**config.mk**
```make
export PLATFORM = sky130hd
export DESIGN_NAME = simt_div_unit
export DESIGN_NICKNAME = d
export VERILOG_FILES = /design/src/rtl/simt_div_pkg.sv /design/src/rtl/simt_div_classify.sv /design/src/rtl/simt_div_stack.sv /design/src/rtl/simt_div_next.sv /design/src/rtl/simt_div_unit.sv
export SDC_FILE = /design/constraint.sdc
export NUM_CORES = 2
export LEC_CHECK = 0
export BUFFER_PORTS_ARGS = -buffer_cell sky130_fd_sc_hd__clkbuf_2
export CORE_ASPECT_RATIO = 1.75
export CORE_MARGIN = 5
export CORE_UTILIZATION = 30
export DETAILED_ROUTE_END_ITERATION = 16
export SYNTH_ARGS = -nofsm -noshare
export SYNTH_HDL_FRONTEND = slang
export SYNTH_HIERARCHICAL = 1
export SYNTH_SLANG_ARGS = --single-unit
export TNS_END_PERCENT = 100
```
**constraint.sdc**
```tcl
create_clock -name clk -period 18.4 [get_ports clk]
set_input_delay 2.76 -clock clk [delete_from_list [all_inputs] [get_ports clk]]
set_output_delay 2.76 -clock clk [all_outputs]
set_load 0.02 [all_outputs]
```
**src/rtl/simt_div_pkg.sv**
```systemverilog
package simt_div_pkg;

  typedef enum logic [1:0] {
    OP_NONE   = 2'd0,
    OP_LAUNCH = 2'd1,
    OP_BRANCH = 2'd2,
    OP_STEP   = 2'd3
  } ev_op_e;

  typedef enum logic [1:0] {
    SPL_ALL_NT = 2'd0,
    SPL_ALL_TK = 2'd1,
    SPL_BOTH   = 2'd2
  } split_e;

endpackage

```
**src/rtl/simt_div_classify.sv**
```systemverilog
module simt_div_classify
  import simt_div_pkg::*;
#(
  parameter int LANES = 32
) (
  input  logic [LANES-1:0] act_mask,
  input  logic [LANES-1:0] taken,
  output logic [LANES-1:0] tk_mask,
  output logic [LANES-1:0] nt_mask,
  output split_e           kind
);

  always_comb begin
    tk_mask = act_mask & taken;
    nt_mask = act_mask & ~taken;
    if (tk_mask == '0)      kind = SPL_ALL_NT;
    else if (nt_mask == '0) kind = SPL_ALL_TK;
    else                    kind = SPL_BOTH;
  end

endmodule

```
**src/rtl/simt_div_stack.sv**
```systemverilog
module simt_div_stack #(
  parameter int ENTRIES = 16,
  parameter int ENT_W   = 129,
  parameter int AW      = 4
) (
  input  logic             clk,
  input  logic             we,
  input  logic [AW-1:0]    waddr,
  input  logic [ENT_W-1:0] wdata,
  input  logic [AW-1:0]    raddr,
  output logic [ENT_W-1:0] rdata
);

  logic [ENT_W-1:0] mem [ENTRIES];

  always_ff @(posedge clk) begin
    if (we) mem[waddr] <= wdata;
  end

  assign rdata = mem[raddr];

endmodule

```
**src/rtl/simt_div_next.sv**
```systemverilog
module simt_div_next
  import simt_div_pkg::*;
#(
  parameter int LANES = 32,
  parameter int PC_W  = 32,
  parameter int DEPTH = 4,
  parameter int SP_W  = 3
) (
  input  ev_op_e           op,
  input  split_e           kind,
  input  logic [LANES-1:0] tk_mask,
  input  logic [LANES-1:0] nt_mask,
  input  logic [PC_W-1:0]  ev_pc,
  input  logic [LANES-1:0] ev_mask,
  input  logic [PC_W-1:0]  ev_tgt_pc,
  input  logic [PC_W-1:0]  ev_fall_pc,
  input  logic [PC_W-1:0]  ev_rcv_pc,
  input  logic [PC_W-1:0]  cur_pc,
  input  logic [LANES-1:0] cur_mask,
  input  logic [SP_W-1:0]  cur_sp,
  input  logic [PC_W-1:0]  top_rcv,
  input  logic [PC_W-1:0]  top_fall,
  input  logic [LANES-1:0] top_pend,
  input  logic [LANES-1:0] top_full,
  input  logic             top_second,
  output logic [PC_W-1:0]  nxt_pc,
  output logic [LANES-1:0] nxt_mask,
  output logic [SP_W-1:0]  nxt_sp,
  output logic             ovf,
  output logic             st_we,
  output logic             st_at_top,
  output logic [PC_W-1:0]  w_rcv,
  output logic [PC_W-1:0]  w_fall,
  output logic [LANES-1:0] w_pend,
  output logic [LANES-1:0] w_full,
  output logic             w_second
);

  localparam logic [SP_W-1:0] FULL_SP = SP_W'(DEPTH);

  logic rcv_hit;
  assign rcv_hit = (cur_sp != '0) && (ev_pc == top_rcv);

  always_comb begin
    nxt_pc    = cur_pc;
    nxt_mask  = cur_mask;
    nxt_sp    = cur_sp;
    ovf       = 1'b0;
    st_we     = 1'b0;
    st_at_top = 1'b0;
    w_rcv     = ev_rcv_pc;
    w_fall    = ev_fall_pc;
    w_pend    = nt_mask;
    w_full    = cur_mask;
    w_second  = 1'b0;
    unique case (op)
      OP_LAUNCH: begin
        nxt_pc   = ev_pc;
        nxt_mask = ev_mask;
        nxt_sp   = '0;
      end
      OP_BRANCH: begin
        unique case (kind)
          SPL_ALL_NT: nxt_pc = ev_fall_pc;
          SPL_ALL_TK: nxt_pc = ev_tgt_pc;
          default: begin
            if (cur_sp == FULL_SP) begin
              ovf = 1'b1;
            end else begin
              st_we    = 1'b1;
              nxt_pc   = ev_tgt_pc;
              nxt_mask = tk_mask;
              nxt_sp   = cur_sp + 1'b1;
            end
          end
        endcase
      end
      OP_STEP: begin
        if (rcv_hit && !top_second) begin
          nxt_pc    = top_fall;
          nxt_mask  = top_pend;
          st_we     = 1'b1;
          st_at_top = 1'b1;
          w_rcv     = top_rcv;
          w_fall    = top_fall;
          w_pend    = top_pend;
          w_full    = top_full;
          w_second  = 1'b1;
        end else if (rcv_hit) begin
          nxt_pc   = top_rcv;
          nxt_mask = top_full;
          nxt_sp   = cur_sp - 1'b1;
        end else begin
          nxt_pc = ev_pc;
        end
      end
      default: ;
    endcase
  end

endmodule

```
**src/rtl/simt_div_unit.sv**
```systemverilog
module simt_div_unit
  import simt_div_pkg::*;
#(
  parameter int LANES  = 32,
  parameter int PC_W   = 32,
  parameter int NWARPS = 4,
  parameter int DEPTH  = 4,
  localparam int WW    = $clog2(NWARPS)
) (
  input  logic             clk,
  input  logic             rst,
  input  logic [1:0]       ev_op,
  input  logic [WW-1:0]    ev_warp,
  input  logic [PC_W-1:0]  ev_pc,
  input  logic [LANES-1:0] ev_mask,
  input  logic [LANES-1:0] ev_taken,
  input  logic [PC_W-1:0]  ev_tgt_pc,
  input  logic [PC_W-1:0]  ev_fall_pc,
  input  logic [PC_W-1:0]  ev_rcv_pc,
  output logic             out_valid,
  output logic [WW-1:0]    out_warp,
  output logic [PC_W-1:0]  out_pc,
  output logic [LANES-1:0] out_mask,
  output logic             out_ovf
);

  localparam int SP_W    = $clog2(DEPTH + 1);
  localparam int ENTRIES = NWARPS * DEPTH;
  localparam int AW      = $clog2(ENTRIES);
  localparam int ENT_W   = 2 * PC_W + 2 * LANES + 1;

  logic [PC_W-1:0]  pc_q   [NWARPS];
  logic [LANES-1:0] mask_q [NWARPS];
  logic [SP_W-1:0]  sp_q   [NWARPS];

  ev_op_e           op;
  logic [PC_W-1:0]  cur_pc;
  logic [LANES-1:0] cur_mask;
  logic [SP_W-1:0]  cur_sp;

  assign op       = ev_op_e'(ev_op);
  assign cur_pc   = pc_q[ev_warp];
  assign cur_mask = mask_q[ev_warp];
  assign cur_sp   = sp_q[ev_warp];

  logic [LANES-1:0] tk_mask, nt_mask;
  split_e           kind;

  simt_div_classify #(.LANES(LANES)) cls_i (
    .act_mask (cur_mask),
    .taken    (ev_taken),
    .tk_mask  (tk_mask),
    .nt_mask  (nt_mask),
    .kind     (kind)
  );

  logic [AW-1:0]    base_addr, top_addr, push_addr, st_waddr;
  logic [ENT_W-1:0] st_wdata, st_rdata;
  logic [PC_W-1:0]  top_rcv, top_fall;
  logic [LANES-1:0] top_pend, top_full;
  logic             top_second;

  assign base_addr = AW'(ev_warp) * AW'(DEPTH);
  assign top_addr  = base_addr + AW'(cur_sp) - 1'b1;
  assign push_addr = base_addr + AW'(cur_sp);

  assign {top_second, top_full, top_pend, top_fall, top_rcv} = st_rdata;

  logic [PC_W-1:0]  nxt_pc, w_rcv, w_fall;
  logic [LANES-1:0] nxt_mask, w_pend, w_full;
  logic [SP_W-1:0]  nxt_sp;
  logic             ovf, st_we, st_at_top, w_second;

  simt_div_next #(
    .LANES (LANES),
    .PC_W  (PC_W),
    .DEPTH (DEPTH),
    .SP_W  (SP_W)
  ) nxt_i (
    .op         (op),
    .kind       (kind),
    .tk_mask    (tk_mask),
    .nt_mask    (nt_mask),
    .ev_pc      (ev_pc),
    .ev_mask    (ev_mask),
    .ev_tgt_pc  (ev_tgt_pc),
    .ev_fall_pc (ev_fall_pc),
    .ev_rcv_pc  (ev_rcv_pc),
    .cur_pc     (cur_pc),
    .cur_mask   (cur_mask),
    .cur_sp     (cur_sp),
    .top_rcv    (top_rcv),
    .top_fall   (top_fall),
    .top_pend   (top_pend),
    .top_full   (top_full),
    .top_second (top_second),
    .nxt_pc     (nxt_pc),
    .nxt_mask   (nxt_mask),
    .nxt_sp     (nxt_sp),
    .ovf        (ovf),
    .st_we      (st_we),
    .st_at_top  (st_at_top),
    .w_rcv      (w_rcv),
    .w_fall     (w_fall),
    .w_pend     (w_pend),
    .w_full     (w_full),
    .w_second   (w_second)
  );

  assign st_waddr = st_at_top ? top_addr : push_addr;
  assign st_wdata = {w_second, w_full, w_pend, w_fall, w_rcv};

  simt_div_stack #(
    .ENTRIES (ENTRIES),
    .ENT_W   (ENT_W),
    .AW      (AW)
  ) stk_i (
    .clk   (clk),
    .we    (st_we && !rst),
    .waddr (st_waddr),
    .wdata (st_wdata),
    .raddr (top_addr),
    .rdata (st_rdata)
  );

  always_ff @(posedge clk) begin
    if (rst) begin
      for (int i = 0; i < NWARPS; i++) begin
        pc_q[i]   <= '0;
        mask_q[i] <= '0;
        sp_q[i]   <= '0;
      end
    end else if (op != OP_NONE) begin
      pc_q[ev_warp]   <= nxt_pc;
      mask_q[ev_warp] <= nxt_mask;
      sp_q[ev_warp]   <= nxt_sp;
    end
  end

  always_ff @(posedge clk) begin
    if (rst) begin
      out_valid <= 1'b0;
      out_warp  <= '0;
      out_pc    <= '0;
      out_mask  <= '0;
      out_ovf   <= 1'b0;
    end else begin
      out_valid <= (op != OP_NONE);
      out_warp  <= ev_warp;
      out_pc    <= nxt_pc;
      out_mask  <= nxt_mask;
      out_ovf   <= ovf;
    end
  end

endmodule

```
==> metrics <==
DR WL/cell=30.45 um; Routed WL=299,300 um; die area=337,500 sq um; CP Class=in -> reg; vias in the first global route=53,100; Post-CTS Resized=0; number of flops mapped to enable cells by yosys=2,332; Port-buffer cells=265; Clk pin slew, worst setup/hold paths=0.06 ns; status=completed; Rows=277; largest net degree at the start of global routing=132; Synth Instances=5,042; Overflow after GRT=0; clock share of power=35.6%; flop and latch count out of synthesis=2,400; Setup crit end kind=flip-flop; Max-Cap Viols=0; Max Fclk=81.36 MHz; metal3 WL=20,290 um; Final setup viols=0; r2r setup slk=8.05 ns; Sum Neg Setup Slack=0 ns; Synthesized Nets=5,245; TritonRoute pass-1 iters=6; most used cell, CP=buf_4; largest buffer count on any clock path=4; NetSw=3249 uW; metal1 wirelength=110,200 um; H-tree lvl count=4; detailed-routed wire length on met2=153,000 um; CP max FO=82; die width=441.3 um; via count=51,350; Tot GR Track Use=17.36%; slowest CP cell=buf_4; GP Congestion=0.8339; FILL cells=30,450; Min-Delay Path Class=reg -> reg; Int Pwr=9200 uW; share of cells above drive strength 1=27.88%; Slew @ Worst Pin=1.295 ns; Post-synth ARST share=0%; nets=5,538; min cycle time layout=12.29 ns; Starting DRT DRC Count=5,734; final hold violations=0; reg-to-reg critical path startpoint=sp_q[2][0]; hold depth=4; Startpoint Class=input pin; cts hold-fix bufs=0; Synthesis Warnings=6; Core ar.=324,700 sq um; antenna violations before repair=39; Seq pwr share=49.3%; Worst Path Required=18.87 ns; Syn Area/Cell=19.37 sq um; Post-CTS Setup Bufs=0; unrepaired setup endpoints after global routing=no; FF-to-FF path depth=19; static leakage=0.03612 uW; VDD IR max=83.80 uV; clk root buf=clkbuf_16; Primary FF master, synth=edfxtp_1; Worst Hold Endpoint=out_pc[3]; die height=764.8 um; Slew Viols, Final=0; Initial Util=30.08%; DRC=0; number of I/O pins=266; final worst-path cycle share=66.80%; Num CTS Buffers=210; CTS tree=yes; Hold Crit Start=pc_q[2][3]; Critical path origin=ev_warp[0]; Clk Latency, worst-skew pair=0.90 ns; Final ANT Viol Nets=0; global-route wire length before repair=417,400 um; area grow syn2layout=13.54%; Sw Ratio=26.10%; combinational share of power=15.1%; DR top layer=met5; post-synth design cell area=97,680 sq um; sequential share of the synthesized area=73.09%; Hold WS=0.9117 ns; CP arrival=12.76 ns; Pwr per Cell Area=112.3 nW/um^2; Num Clock Sinks=2,400; Via density=5.225; max incr delay on CP=0.77 ns; worst path cell trace=buf_6, mux4_2, inv_8, ha_1, inv_8, buf_4, mux4_2, a22oi_1, o21ai_0, xnor2_1, nand4_1, nor4_1, and4_4, buf_4, nand2_1, xnor2_1, nand3_1, nor2_4, buf_4, buf_4; worst clock skew=0.09612 ns; worst rel slew slack=13.67%; count of different cell masters after synthesis=67; Final HPWL DP=189,800 um; capture point of the worst reg-to-reg path=stk_i/mem[15][24]
## worst max path at each step
stage | end | slack [ns]
after global routing | stk_i/mem[15][24] | 5.65
after detailed placement | stk_i/mem[15][24] | 5.22
after global placement | stk_i/mem[15][24] | 5.25
final | stk_i/mem[15][24] | 6.11
after CTS | stk_i/mem[15][24] | 6.10
after floorplan | stk_i/mem[0][0] | 0.80
## cell families (layout without fill, tap and decap cells)
kind of cell | after synthesis | in the layout | synth area share [%]
AOI/OAI and AO/OA | 502 | 502 | 4.036
and+or+nand+nor | 830 | 830 | 4.290
xor gates and xnor gates | 39 | 39 | 0.3497
DFF | 2400 | 2400 | 73.09
adders and majority gates | 5 | 5 | 0.06405
buffers and inverters | 402 | 852 | 1.971
other | 0 | 11 | 0
muxes | 864 | 864 | 16.20
## critical path: cells and delay by family
kind,cells,cell delay (ns)
AOI/OAI and AO/OA,2,0.50
xor gates and xnor gates,2,0.79
and+or+nand+nor,6,2.55
adders and majority gates,1,0.43
buffers and inverters,7,4.07
muxes,2,1.30
## synthesized netlist by cell type (all sizes together), types with 29 or more instances
library cell  count  share of area (%)
clkbuf          127               0.49
mux2i           108                1.1
o21ai            58               0.30
a221oi           31               0.29
and2            194                1.2
mux2            203                2.3
nor2            179               0.69
edfxtp         2332                 72
a22oi           265                2.2
o22a             29               0.26
dfxtp            68                1.4
mux4            553                 13
nand2           243               0.93
a21oi            29               0.15
nand2b           81               0.52
inv              92               0.35
nor2b            59               0.38
buf             183                1.1
## power groups by stage
| stage | combinational (uW) | sequential, uW | clock (uW) |
|---|---|---|---|
| 5_1_grt | 1970 | 6140 | 4730 |
| 3_3_place_gp | 1880 | 6250 | 0 |
| 6_report | 1880 | 6130 | 4440 |
| 4_1_cts | 1900 | 6140 | 4520 |
| 2_1_floorplan | 1140 | 6270 | 0 |
| 3_5_place_dp | 1890 | 6250 | 0 |
## cells in the final DEF (no fill, tap or decap), types with 11 or more instances in the layout
cell        instances
nand2b_1           80
clkbuf_16         213
a21oi_1            29
a22oi_1           225
a221oi_1           29
o22a_1             29
nor2b_1            57
clkinv_2           27
mux4_2            553
xor2_1             16
o221ai_1           18
o21ai_0            57
edfxtp_1         2332
nor2_4             17
nor4_1             15
clkbuf_2          260
dfxtp_1            68
nor2_1            161
clkinv_1           37
clkbuf_1           41
buf_4             121
mux2i_1           108
clkinvlp_4         13
mux2_2            202
and2_1            191
inv_1              89
bufinv_16          22
diode_2            11
o2bb2ai_1          16
xnor2_1            21
nand2_1           241
a22oi_2            40
## stage by stage
stage | utilization [%] | power (uW) | area [sq um] | worst slack, ns | std cells
after floorplan | - | 7406 | 97680 | 0.8044 | 5042
after global placement | 32.08 | 8130 | 104200 | 5.247 | 9447
after detailed placement | 32.08 | 8149 | 104200 | 5.219 | 9447
after CTS | 34.14 | 12550 | 110900 | 6.098 | 9816
after global routing | 34.14 | 12840 | 110900 | 5.648 | 9817
final | 34.15 | 12450 | 110900 | 6.109 | 9827
## routing by layer
layer / global-route usage, % / vias up
met5: 0 / -
met4: 7.781 / 30
met3: 2.607 / 541
met2: 30.45 / 2316
met1: 21.12 / 27440
li1: - / 21020
## flip-flops by register name (all words and copies together), names as in the netlist
register,flops
out_pc,32
mask_q,128
sp_q,12
stk_i/mem,2064
out_ovf,1
out_mask,32
out_warp,2
pc_q,128
out_valid,1
## area by class of cell
| class | instances | area (sq um) | share of cell area, % |
|---|---|---|---|
| flip-flops and latches | 2400 | 71390 | 64.37 |
| multi-input cells | 2240 | 24600 | 22.19 |
| clock buffers | 257 | 5525 | 4.982 |
| well taps | 4324 | 5410 | 4.878 |
| repair buffers | 391 | 2401 | 2.165 |
| clock inverters | 112 | 1186 | 1.070 |
| inverters | 92 | 360.3 | 0.3249 |
| diodes | 11 | 27.53 | 0.02482 |
No activity file was read; power rests on OpenSTA's default activity.
